`src/rtl/epp_pkg.sv`:
```
package epp_pkg;

  localparam logic [2:0] MODE_EPP = 3'b100;

  typedef enum logic [2:0] {
    S_IDLE,
    S_WLOW,
    S_STRB,
    S_ACT,
    S_DONE
  } epp_st_e;

  function automatic logic in_epp_window(input logic [2:0] a);
    return a >= 3'd3;
  endfunction

  function automatic logic uses_addr_strobe(input logic [2:0] a);
    return a == 3'd3;
  endfunction

endpackage

```
`src/rtl/epp_sync.sv`:
```
module epp_sync #(
  parameter int W = 1,
  parameter int STAGES = 2,
  parameter logic [W-1:0] RST_VAL = '0
) (
  input  logic         clk,
  input  logic         rst_n,
  input  logic [W-1:0] d,
  output logic [W-1:0] q
);
  logic [W-1:0] chain [STAGES];

  always_ff @(posedge clk or negedge rst_n) begin
    if (!rst_n) chain[0] <= RST_VAL;
    else        chain[0] <= d;
  end

  generate
    for (genvar i = 1; i < STAGES; i++) begin : g_stage
      always_ff @(posedge clk or negedge rst_n) begin
        if (!rst_n) chain[i] <= RST_VAL;
        else        chain[i] <= chain[i-1];
      end
    end
  endgenerate

  assign q = chain[STAGES-1];
endmodule

```
`src/rtl/epp_busy_qual.sv`:
```
module epp_busy_qual #(
  parameter int QUAL_CYC = 3
) (
  input  logic clk,
  input  logic rst_n,
  input  logic busy_s,
  output logic low_ok,
  output logic high_ok
);
  localparam int CW = $clog2(QUAL_CYC + 1);
  localparam logic [CW-1:0] CMAX = CW'(QUAL_CYC);

  logic [CW-1:0] lo_cnt, hi_cnt;

  always_ff @(posedge clk or negedge rst_n) begin
    if (!rst_n) begin
      lo_cnt <= '0;
      hi_cnt <= '0;
    end else if (busy_s) begin
      lo_cnt <= '0;
      hi_cnt <= (hi_cnt == CMAX) ? hi_cnt : hi_cnt + 1'b1;
    end else begin
      hi_cnt <= '0;
      lo_cnt <= (lo_cnt == CMAX) ? lo_cnt : lo_cnt + 1'b1;
    end
  end

  assign low_ok  = (lo_cnt == CMAX);
  assign high_ok = (hi_cnt == CMAX);


  qual_excl_chk: assert property (@(posedge clk) disable iff (!rst_n)
    !(low_ok && high_ok));


  qual_low_src_chk: assert property (@(posedge clk) disable iff (!rst_n)
    $rose(low_ok) |-> $past(!busy_s));
endmodule

```
`src/rtl/epp_seq.sv`:
```
module epp_seq
  import epp_pkg::*;
#(
  parameter int DW = 8,
  parameter int TMO_CYC = 64
) (
  input  logic          clk,
  input  logic          rst_n,
  input  logic          mode_ok,
  input  logic          wr_act,
  input  logic          rd_act,
  input  logic [2:0]    addr,
  input  logic [DW-1:0] wdata,
  input  logic [DW-1:0] pd_in,
  input  logic          low_ok,
  input  logic          high_ok,
  output logic          pstrobe_n,
  output logic          pdir,
  output logic          addr_strb_n,
  output logic          data_strb_n,
  output logic [DW-1:0] pd_out,
  output logic [DW-1:0] rdata,
  output logic          timeout,
  output logic          done,
  output logic          accept,
  output logic          hs_done
);
  localparam int TCW = $clog2(TMO_CYC + 1);
  localparam logic [TCW-1:0] TLAST = TCW'(TMO_CYC - 1);

  epp_st_e        st;
  logic           sel_a, is_wr, hs_on;
  logic [DW-1:0]  wr_hold;
  logic [TCW-1:0] tmo_cnt;
  logic           tmo_hit;

  assign accept  = (st == S_IDLE) && mode_ok && in_epp_window(addr) && (wr_act || rd_act);
  assign hs_done = (st == S_ACT) && high_ok;
  assign tmo_hit = (tmo_cnt == TLAST);
  assign done    = (st == S_DONE);

  always_ff @(posedge clk or negedge rst_n) begin
    if (!rst_n) begin
      st      <= S_IDLE;
      sel_a   <= 1'b0;
      is_wr   <= 1'b0;
      hs_on   <= 1'b0;
      wr_hold <= '0;
      pd_out  <= '0;
      rdata   <= '0;
      timeout <= 1'b0;
      tmo_cnt <= '0;
    end else begin
      case (st)
        S_IDLE: if (accept) begin
          st      <= S_WLOW;
          sel_a   <= uses_addr_strobe(addr);
          is_wr   <= wr_act;
          if (wr_act) wr_hold <= wdata;
          timeout <= 1'b0;
          tmo_cnt <= '0;
        end
        S_WLOW: if (low_ok) begin
          st      <= S_STRB;
          hs_on   <= 1'b1;
          tmo_cnt <= '0;
          if (is_wr) pd_out <= wr_hold;
        end else if (tmo_hit) begin
          st      <= S_DONE;
          timeout <= 1'b1;
        end else begin
          tmo_cnt <= tmo_cnt + 1'b1;
        end
        S_STRB: st <= S_ACT;
        S_ACT: if (high_ok) begin
          st <= S_DONE;
          if (!is_wr) rdata <= pd_in;
        end else if (tmo_hit) begin
          st      <= S_DONE;
          timeout <= 1'b1;
        end else begin
          tmo_cnt <= tmo_cnt + 1'b1;
        end
        S_DONE: if (!wr_act && !rd_act) begin
          st    <= S_IDLE;
          hs_on <= 1'b0;
        end
        default: st <= S_IDLE;
      endcase
    end
  end

  assign pstrobe_n   = !(hs_on && is_wr);
  assign pdir        = hs_on && !is_wr;
  assign addr_strb_n = !((st == S_ACT) && sel_a);
  assign data_strb_n = !((st == S_ACT) && !sel_a);


  one_strobe_chk: assert property (@(posedge clk) disable iff (!rst_n)
    $onehot0({!addr_strb_n, !data_strb_n}));


  dir_excl_chk: assert property (@(posedge clk) disable iff (!rst_n)
    !pstrobe_n |-> !pdir);


  release_chk: assert property (@(posedge clk) disable iff (!rst_n)
    hs_done |=> (addr_strb_n && data_strb_n && done));


  tmo_bound_chk: assert property (@(posedge clk) disable iff (!rst_n)
    tmo_cnt <= TLAST);


  no_restart_chk: assert property (@(posedge clk) disable iff (!rst_n)
    (done && (wr_act || rd_act)) |=> done);
endmodule

```
`src/rtl/epp_cycle_ctrl.sv`:
```
module epp_cycle_ctrl
  import epp_pkg::*;
#(
  parameter int DW = 8,
  parameter int QUAL_CYC = 3,
  parameter int TMO_CYC = 64,
  parameter int SYNC_STAGES = 2
) (
  input  logic          clk,
  input  logic          rst_n,
  input  logic [2:0]    mode_sel,
  input  logic [2:0]    host_addr,
  input  logic          host_wr_n,
  input  logic          host_rd_n,
  input  logic [DW-1:0] host_wdata,
  input  logic          busy,
  input  logic [DW-1:0] pd_in,
  output logic          host_rdy,
  output logic          pstrobe_n,
  output logic          pdir,
  output logic          addr_strb_n,
  output logic          data_strb_n,
  output logic [DW-1:0] pd_out,
  output logic [DW-1:0] rdata,
  output logic          timeout
);
  logic [2:0] sync_in, sync_out;
  logic       wr_act, rd_act, busy_s;
  logic       low_ok, high_ok;
  logic       mode_ok, req_raw;
  logic       done, accept, hs_done;

  assign sync_in = {busy, host_rd_n, host_wr_n};

  epp_sync #(.W(3), .STAGES(SYNC_STAGES), .RST_VAL(3'b111)) u_sync (
    .clk(clk), .rst_n(rst_n), .d(sync_in), .q(sync_out)
  );

  assign wr_act = !sync_out[0];
  assign rd_act = !sync_out[1];
  assign busy_s = sync_out[2];

  epp_busy_qual #(.QUAL_CYC(QUAL_CYC)) u_qual (
    .clk(clk), .rst_n(rst_n), .busy_s(busy_s),
    .low_ok(low_ok), .high_ok(high_ok)
  );

  assign mode_ok = (mode_sel == MODE_EPP);
  assign req_raw = mode_ok && in_epp_window(host_addr) && (!host_wr_n || !host_rd_n);
  assign host_rdy = !(req_raw && !done);

  epp_seq #(.DW(DW), .TMO_CYC(TMO_CYC)) u_seq (
    .clk(clk), .rst_n(rst_n), .mode_ok(mode_ok),
    .wr_act(wr_act), .rd_act(rd_act), .addr(host_addr),
    .wdata(host_wdata), .pd_in(pd_in),
    .low_ok(low_ok), .high_ok(high_ok),
    .pstrobe_n(pstrobe_n), .pdir(pdir),
    .addr_strb_n(addr_strb_n), .data_strb_n(data_strb_n),
    .pd_out(pd_out), .rdata(rdata), .timeout(timeout),
    .done(done), .accept(accept), .hs_done(hs_done)
  );


  rdy_hold_chk: assert property (@(posedge clk) disable iff (!rst_n)
    (!addr_strb_n || !data_strb_n) |-> !host_rdy);


  mode_gate_chk: assert property (@(posedge clk) disable iff (!rst_n)
    accept |-> mode_ok);
endmodule

```
`config.mk`:
```
export PLATFORM = sky130hd
export DESIGN_NAME = epp_cycle_ctrl
export DESIGN_NICKNAME = d
export VERILOG_FILES = /design/src/rtl/epp_pkg.sv /design/src/rtl/epp_sync.sv /design/src/rtl/epp_busy_qual.sv /design/src/rtl/epp_seq.sv /design/src/rtl/epp_cycle_ctrl.sv
export SDC_FILE = /design/constraint.sdc
export NUM_CORES = 1
export LEC_CHECK = 0
export ABC_AREA = 0
export BUFFER_PORTS_ARGS = -buffer_cell sky130_fd_sc_hd__buf_4
export CAP_MARGIN = 20
export CORE_AREA = 4 4 106 78
export CTS_CLUSTER_SIZE = 16
export DETAILED_ROUTE_END_ITERATION = 8
export DIE_AREA = 0 0 110 82
export GPL_TIMING_DRIVEN = 0
export HOLD_SLACK_MARGIN = 0.1
export PLACE_DENSITY = 0.48
export SLEW_MARGIN = 20
export SYNTH_ARGS = -nofsm -noshare
export SYNTH_HDL_FRONTEND = slang
export SYNTH_SLANG_ARGS = --single-unit
```
`constraint.sdc`:
```
create_clock -name clk -period 2.82 [get_ports clk]
set_clock_uncertainty 0.1 [all_clocks]
set_input_delay 0.423 -clock clk [delete_from_list [all_inputs] [get_ports clk]]
set_output_delay 0.423 -clock clk [all_outputs]
set_load 0.01 [all_outputs]
```
==> impl_metrics.env, run 1 <==
export IMPL_cts_buffers=5
export IMPL_grt_antenna_before_repair=0
export IMPL_core_area_mm2=0.00719
export IMPL_setup_violators_final=0
export IMPL_worstMarginPinSlew_ps=660
export IMPL_yosys_warnings=0
export IMPL_tns_ps=0
export IMPL_postLayoutSetupSlackWorst_ps=835
export IMPL_pre_cts_ws_ps=708
export IMPL_maximum_level_of_the_cts_h_tree=2
export IMPL_drt_pass1_iter_count=4
export IMPL_first_global_vias=1520
export IMPL_gp_congestion=0.739
export IMPL_outcome="finished, final reports clean"
export IMPL_fin_crit_sh_pct=70.4
export IMPL_clkTransAtPathRegs_ps=90
export IMPL_dp_cells=312
export IMPL_crit_path_slowest_cell="nor3_2"
export IMPL_synth_area_per_cell_um2=12.9
export IMPL_worstSkewPairLatency_ps=300
export IMPL_signal_arrival_time_at_the_worst_endpoint_ps=2070
export IMPL_overall_die_height_um=82
export IMPL_final_ant_viol_nets=0
export IMPL_drive_above_1_share_pct=45.5
export IMPL_numnets_final=253
export IMPL_i_o_buffers=48
export IMPL_critPathKind="reg -> reg"
export IMPL_layout_filler_cells=715
export IMPL_synth_ff_latch_count=48
export IMPL_layout_area_seq_mm2=0.00121
export IMPL_report_final_hold_viol_count=0
export IMPL_via_count=1455
export IMPL_num_rows=26
export IMPL_netlist_instances=166
export IMPL_power_leakage_nw=1.31
export IMPL_clock_tree_from_tritoncts="yes"
export IMPL_num_antenna_cells=0
export IMPL_grt_setup_unrepaired="false"
export IMPL_chipWidth_um=110
export IMPL_crit_path_cell_trace="ha_1, nand2_1, nor3_2, mux2_2"
export IMPL_multiInputGateArea_um2=880
export IMPL_vias_per_cell=4.52
export IMPL_gr_total_overflow=0
export IMPL_worst_ir_drop_on_vdd_mv=0.283
export IMPL_p_per_area_mw_per_mm2=852
export IMPL_drv_cap=0
export IMPL_stdcell_area_mm2=0.00274
export IMPL_post_cts_hold_buffer_count=1
export IMPL_crit_path_max_fo=8
export IMPL_timing_critical_path_slowest_cell_delay_ps=540
export IMPL_clock_root_buffer="clkbuf_8"
export IMPL_finalWirelength_mm=4.52
export IMPL_grt_pass1_wl_mm=7.71
export IMPL_route_detailed_drc=0
export IMPL_pin_count_of_the_biggest_net_entering_global_routing=49
export IMPL_detailed_place_hpwl_mm=3.19
export IMPL_maxClockFrequency_mhz=504
export IMPL_initial_utilization_pct=29.8
export IMPL_crit_required_ps=2910
export IMPL_synth_lib_cells_used_distinct=41
export IMPL_cts_resized=0
export IMPL_final_max_slew_viol_count=0
export IMPL_postCtsSetupBuffers=0
export IMPL_post_route_min_period_ps=1980
export IMPL_first_iter_violations=38
export IMPL_max_slew_headroom_at_the_worst_pin_pct=55.8
export IMPL_syn_num_nets=196
export IMPL_startpoint_type="register"
export IMPL_mappedNetlistArea_mm2=0.00214
export IMPL_placed_cell_area_mm2=0.00262
export IMPL_grt_util_all_layers_pct=11.1
export IMPL_setup_worst_path_end_class="register"
export IMPL_post_drt_wl_per_cell_um=14.0
export IMPL_top_level_ports=49
export IMPL_min_delay_path_class="in -> reg"
export IMPL_flow_area_growth_from_synthesis_pct=28.0
export IMPL_layoutNonFillerInstCount=322
export IMPL_clock_sinks=48
export IMPL_dieArea_mm2=0.00902
export IMPL_clk_path_buf_depth=2
export IMPL_synth_yosys_seq_area_share_pct=56.5
## power breakdown
part	switching [W]	leakage [nW]	internal [W]	total [W]
registers	0.000136	0.608	0.000908	0.00104
clock network	0.000245	0.0516	0.000201	0.000447
logic	0.000393	0.650	0.000449	0.000843
total	0.000775	1.31	0.00156	0.00233
## cell usage after synthesis, drive strengths merged
library cell	number	area [µm²]
nor3b	2	31.3
a221o	1	10.0
a21o	2	15.0
nor2b	3	18.8
inv	3	11.3
and2b	1	8.76
dfrtp	42	1050
nand2b	2	20.0
a31o	1	8.76
nand4	1	12.5
xnor2	1	8.76
nand3	12	60.1
a2111oi	1	15.0
a211oi	4	30.0
and2	1	6.26
dfstp	6	158
xor2	1	8.76
nor2	7	26.3
o31ai	1	7.51
a21oi	5	25.0
o211a	1	10.0
buf	5	36.3
mux2i	8	80.1
mux2	24	270
a31oi	1	6.26
nor3	4	41.3
o21ai	1	5.00
ha	3	37.5
clkbuf	1	3.75
a32o	1	10.0
or3	1	6.26
a21boi	1	7.51
nand2	12	47.6
nand3b	6	45.0
## stage by stage
step                      util [%]  hold slack (ps)  power, W
final                         38.1              136   0.00233
after CTS                     38.0              108   0.00237
after global routing          38.1              111   0.00252
after detailed placement      36.5              247   0.00191
after global placement        36.5              246   0.00189
after floorplan                  -             27.4   0.00158
## sequential cells by signal, summed over array words and instances, names as in the netlist, 2 cells and up
signal and count:
u_seq.rdata 8, u_seq.pd_out 8, u_sync.chain 3, u_sync.q 3, u_qual.hi_cnt 2, u_seq.wr_hold 8, u_seq.st 3, u_seq.tmo_cnt 7
u_qual.lo_cnt 2
## cell families after synthesis
logic type,count (synthesis),synth area share [%]
mux,32,16.4
xor+xnor,2,0.819
fa+ha+maj,3,1.75
simple gates,52,15.1
buf+inv,9,2.40
flops,48,56.5
compound gates,20,7.02
## final timing paths
check / start / to / slack, ps / depth (start not counted)
setup / recovery: u_qual.hi_cnt[0] / u_seq.rdata[7] / 840 / 4
hold / removal: host_rd_n / u_sync.chain[4] / 140 / 1
setup reg to reg: u_qual.hi_cnt[0] / u_seq.rdata[7] / 840 / 4
hold reg to reg: u_sync.chain[3] / u_sync.q[0] / 260 / 0
max in group asynchronous: rst_n / u_seq.pd_out[1] / 1630 / 2
min in group asynchronous: rst_n / u_qual.lo_cnt[0] / 570 / 2
## layout make-up
class,count,area share (%)
tap,98,4.48
clock inverter,2,0.503
timing repair buffer,50,13.9
multi-input combinational,109,32.1
inverter,3,0.411
clock buffer,6,3.02
sequential,48,44.1
buffer,6,1.46
## placed cells by master, fill, tap and decap left out, types with 2 or more instances in the layout
cell type / synthesis / layout
a211oi_1: 4 / 4
a21o_1: 2 / 2
a21oi_1: 5 / 5
buf_2: 2 / 2
buf_4: 2 / 50
clkbuf_8: 0 / 6
dfrtp_1: 42 / 42
dfstp_2: 6 / 6
dlygate4sd3_1: 0 / 2
ha_1: 3 / 3
inv_1: 3 / 3
mux2_2: 24 / 24
mux2i_1: 8 / 8
nand2_1: 11 / 11
nand3_1: 12 / 12
nand3b_1: 6 / 6
nor2_1: 7 / 7
nor2b_1: 3 / 3
nor3_2: 2 / 2
## critical path, delay by kind of cell, from the launching register on
family	cells	cell delay (ps)
simple gates	2	720
flops	1	380
fa+ha+maj	1	260
mux	1	410
## layer usage
metal / track usage, % / vias to the layer above / wire length (µm)
met4: 2.99 / 0 / 38
met3: 3.85 / 6 / 292
li1: - / 708 / -
met1: 15.9 / 705 / 2270
met5: 0 / - / 0
met2: 15.8 / 36 / 1920
(Power assumes the default switching activity.)
==> run 2, diff against run 1 <==
Settings changed: ABC_AREA 0 to 1, CORE_AREA 4 4 106 78 to 4 4 107 79, DIE_AREA 0 0 110 82 to 0 0 111 83, PLACE_DENSITY 0.48 to 0.49.
Clock period 2.82 ns to 1.6 ns, I/O delays scaled along.
==> run 2 against run 1 <==
  * The run now ends with setup timing left
  * Clock-buffer cell count unchanged
  * Register-to-register slack got worse by 890 ps
  * Synthesized cell count up 34%
  * Non-clock buffer count grew 28
  * Area after synthesis grew 1.4%
  * Critical path type unchanged
  * Largest cell class unchanged
  * Largest power group unchanged
==> impl_metrics.env, run 2 <==
export IMPL_final_ant_viol_nets=0
export IMPL_pre_cts_ws_ps=-210
export IMPL_fin_crit_sh_pct=104
export IMPL_r2r_worst_path_cells=10
export IMPL_yosysMostFrequentCell="nand2_1"
export IMPL_synth_yosys_seq_area_share_pct=55.7
export IMPL_setup_worst_path_end_class="register"
export IMPL_numnets_final=342
export IMPL_i_o_buffers=48
export IMPL_num_antenna_cells=0
export IMPL_grt_pass1_wl_mm=8.32
export IMPL_synth_ff_latch_count=48
export IMPL_report_final_hold_viol_count=0
export IMPL_syn_num_nets=252
export IMPL_final_max_slew_viol_count=0
export IMPL_worst_r2r_setup_slack_ps=-60
export IMPL_yosys_warnings=0
export IMPL_dp_cells=371
export IMPL_layout_filler_cells=716
export IMPL_failed_checks="setup timing"
export IMPL_hold_depth=3
export IMPL_outcome="finished, violations left"
export IMPL_synth_enable_flop_cells=0
export IMPL_chipWidth_um=111
export IMPL_netlist_instances=222
export IMPL_max_slew_headroom_at_the_worst_pin_pct=58.2
export IMPL_gr_total_overflow=0
export IMPL_post_synth_top_area_fraction_pct=48.4
export IMPL_multiInputGateArea_um2=927
export IMPL_power_leakage_nw=1.62
export IMPL_drive_above_1_share_pct=40.9
export IMPL_setup_violators_final=14
export IMPL_synth_top_cells_by_area="dfrtp_1, mux2_2, nand2_1, dfstp_2, inv_1"
export IMPL_worstSkewPairLatency_ps=300
export IMPL_clock_root_buffer="clkbuf_8"
export IMPL_crit_path_max_fo=8
export IMPL_yosysTopAreaCell="dfrtp_1"
export IMPL_min_delay_path_class="in -> reg"
export IMPL_maxClockFrequency_mhz=602
export IMPL_via_count=1764
export IMPL_pin_count_of_the_biggest_net_entering_global_routing=49
export IMPL_top_regs="u_seq.pd_out (8), u_seq.rdata (8), u_seq.wr_hold (8)"
export IMPL_layout_cells_most_common_list="buf_4, dfrtp_1, nand2_1, inv_1, dlygate4sd3_1"
export IMPL_drv_cap=0
export IMPL_post_route_min_period_ps=1660
export IMPL_postLayoutSetupSlackWorst_ps=-59.8
export IMPL_top_level_ports=49
export IMPL_dieArea_mm2=0.00921
export IMPL_route_detailed_drc=0
export IMPL_cts_buffers=5
export IMPL_ys_top_cells_by_count="nand2_1, dfrtp_1, inv_1"
export IMPL_synth_area_per_cell_um2=9.77
export IMPL_worst_ir_drop_on_vdd_mv=0.520
export IMPL_grt_setup_unrepaired="true"
export IMPL_clkTransAtPathRegs_ps=90
export IMPL_post_drt_wl_per_cell_um=11.9
export IMPL_layoutNonFillerInstCount=414
export IMPL_clk_path_buf_depth=2
export IMPL_finalWirelength_mm=4.93
export IMPL_placed_cell_area_mm2=0.00266
export IMPL_num_rows=27
export IMPL_overall_die_height_um=83
export IMPL_layout_area_seq_mm2=0.00121
export IMPL_grt_antenna_before_repair=0
export IMPL_startpoint_type="register"
export IMPL_stdcell_area_mm2=0.00326
export IMPL_core_area_mm2=0.00753
export IMPL_grt_util_all_layers_pct=11.0
export IMPL_synth_flop_cell="dfrtp_1"
export IMPL_mappedNetlistArea_mm2=0.00217
export IMPL_worstMarginPinSlew_ps=627
export IMPL_first_global_vias=1747
export IMPL_maximum_level_of_the_cts_h_tree=2
export IMPL_crit_required_ps=1700
export IMPL_layout_cells_most_common="buf_4"
export IMPL_first_iter_violations=61
export IMPL_async_reset_ff_share_pct=100
export IMPL_signal_arrival_time_at_the_worst_endpoint_ps=1760
export IMPL_p_per_area_mw_per_mm2=1380
export IMPL_critPathKind="reg -> reg"
export IMPL_tns_ps=-450
export IMPL_initial_utilization_pct=28.8
export IMPL_clock_sinks=48
export IMPL_clock_tree_from_tritoncts="yes"
export IMPL_synth_lib_cells_used_distinct=26
export IMPL_detailed_place_hpwl_mm=3.22
export IMPL_vias_per_cell=4.26
export IMPL_gp_congestion=0.758
export IMPL_drt_pass1_iter_count=4
export IMPL_flow_area_growth_from_synthesis_pct=50.2
[run 2: cell types whose count changed in the layout (fill, tap and decap cells not counted), moves of 6 or more]
cell           before  now
dlygate4sd3_1       2   22
nor2_1              7   20
inv_1               3   28
nand2_2             1    8
mux2i_1             8    0
nand2_1            11   36
nor2_4              0    6
o21ai_0             1    8
o21ai_2             0    7
mux2_2             24   15
nand3b_1            6    0
[run 2: report_power, final]
group	switching, W	leakage [nW]	internal, W
clock	0.000414	0.0654	0.000625
sequential	0.000291	0.600	0.00158
combinational	0.000765	0.959	0.000812
[run 2: layout make-up]
class / count / area share (%)
sequential: 48 / 37.2
clock buffer: 6 / 2.23
clock inverter: 2 / 1.84
timing repair buffer: 82 / 21.8
buffer: 2 / 0.960
inverter: 31 / 3.65
tap: 101 / 3.88
multi-input combinational: 142 / 28.4
[run 2: critical path, stage by stage, from the launching register on]
cell	delay (ps)
dfrtp_1	410
inv_2	100
buf_6	100
nand2_2	40
nor2_2	90
nand2_2	100
or2_1	230
buf_6	150
buf_12	140
nand2_4	40
o21ai_2	40
[run 2: final timing paths]
check	start	endpoint
worst min register to register	u_sync.chain[5]	u_sync.q[2]
min in group asynchronous	rst_n	u_seq.tmo_cnt[3]
worst max register to register	u_seq.st[2]	u_seq.wr_hold[7]
worst min-delay path	host_addr[1]	u_seq.sel_a
max in group asynchronous	rst_n	u_seq.st[0]
worst max-delay path	u_seq.st[2]	u_seq.wr_hold[7]
[run 2: logic make-up after synthesis]
| logic type | share of synthesized area [%] |
|---|---|
| AND/OR/NAND/NOR | 18.9 |
| flip-flops | 55.7 |
| buffers and inverters | 6.81 |
| AO/OA/AOI/OAI | 7.84 |
| multiplexers | 7.79 |
| XOR/XNOR | 1.21 |
| adder cells (fa/ha/maj) | 1.73 |
[run 2: repair_timing]
| item | CTS | global route |
|---|---|---|
| hold endpoints to repair | 62 | 0 |
| pin swaps | 2 | 4 |
| gates cloned | 0 | 2 |
| resized for setup | 24 | 14 |
| buffers inserted | 6 | 5 |
| hold buffers | 22 | 0 |
| setup endpoints to repair | 34 | 37 |
[run 2: routing by layer]
| layer | track usage (%) | up-vias | share of wire, % |
|---|---|---|---|
| met1 | 16.3 | 822 | 52 |
| met2 | 15.6 | 46 | 41 |
| met5 | 0 | - | 0 |
| met3 | 3.42 | 7 | 6.0 |
| li1 | - | 889 | - |
| met4 | 2.68 | 0 | 1.3 |
[run 2: through the flow]
| step | util, % | hold WS, ps | power, W |
|---|---|---|---|
| 2_1_floorplan | - | -156 | 0.00261 |
| 3_3_place_gp | 35.3 | 208 | 0.00312 |
| 3_5_place_dp | 35.3 | 213 | 0.00315 |
| 4_1_cts | 41.5 | 101 | 0.00435 |
| 5_1_grt | 43.3 | 117 | 0.00483 |
| 6_report | 43.3 | 113 | 0.00449 |
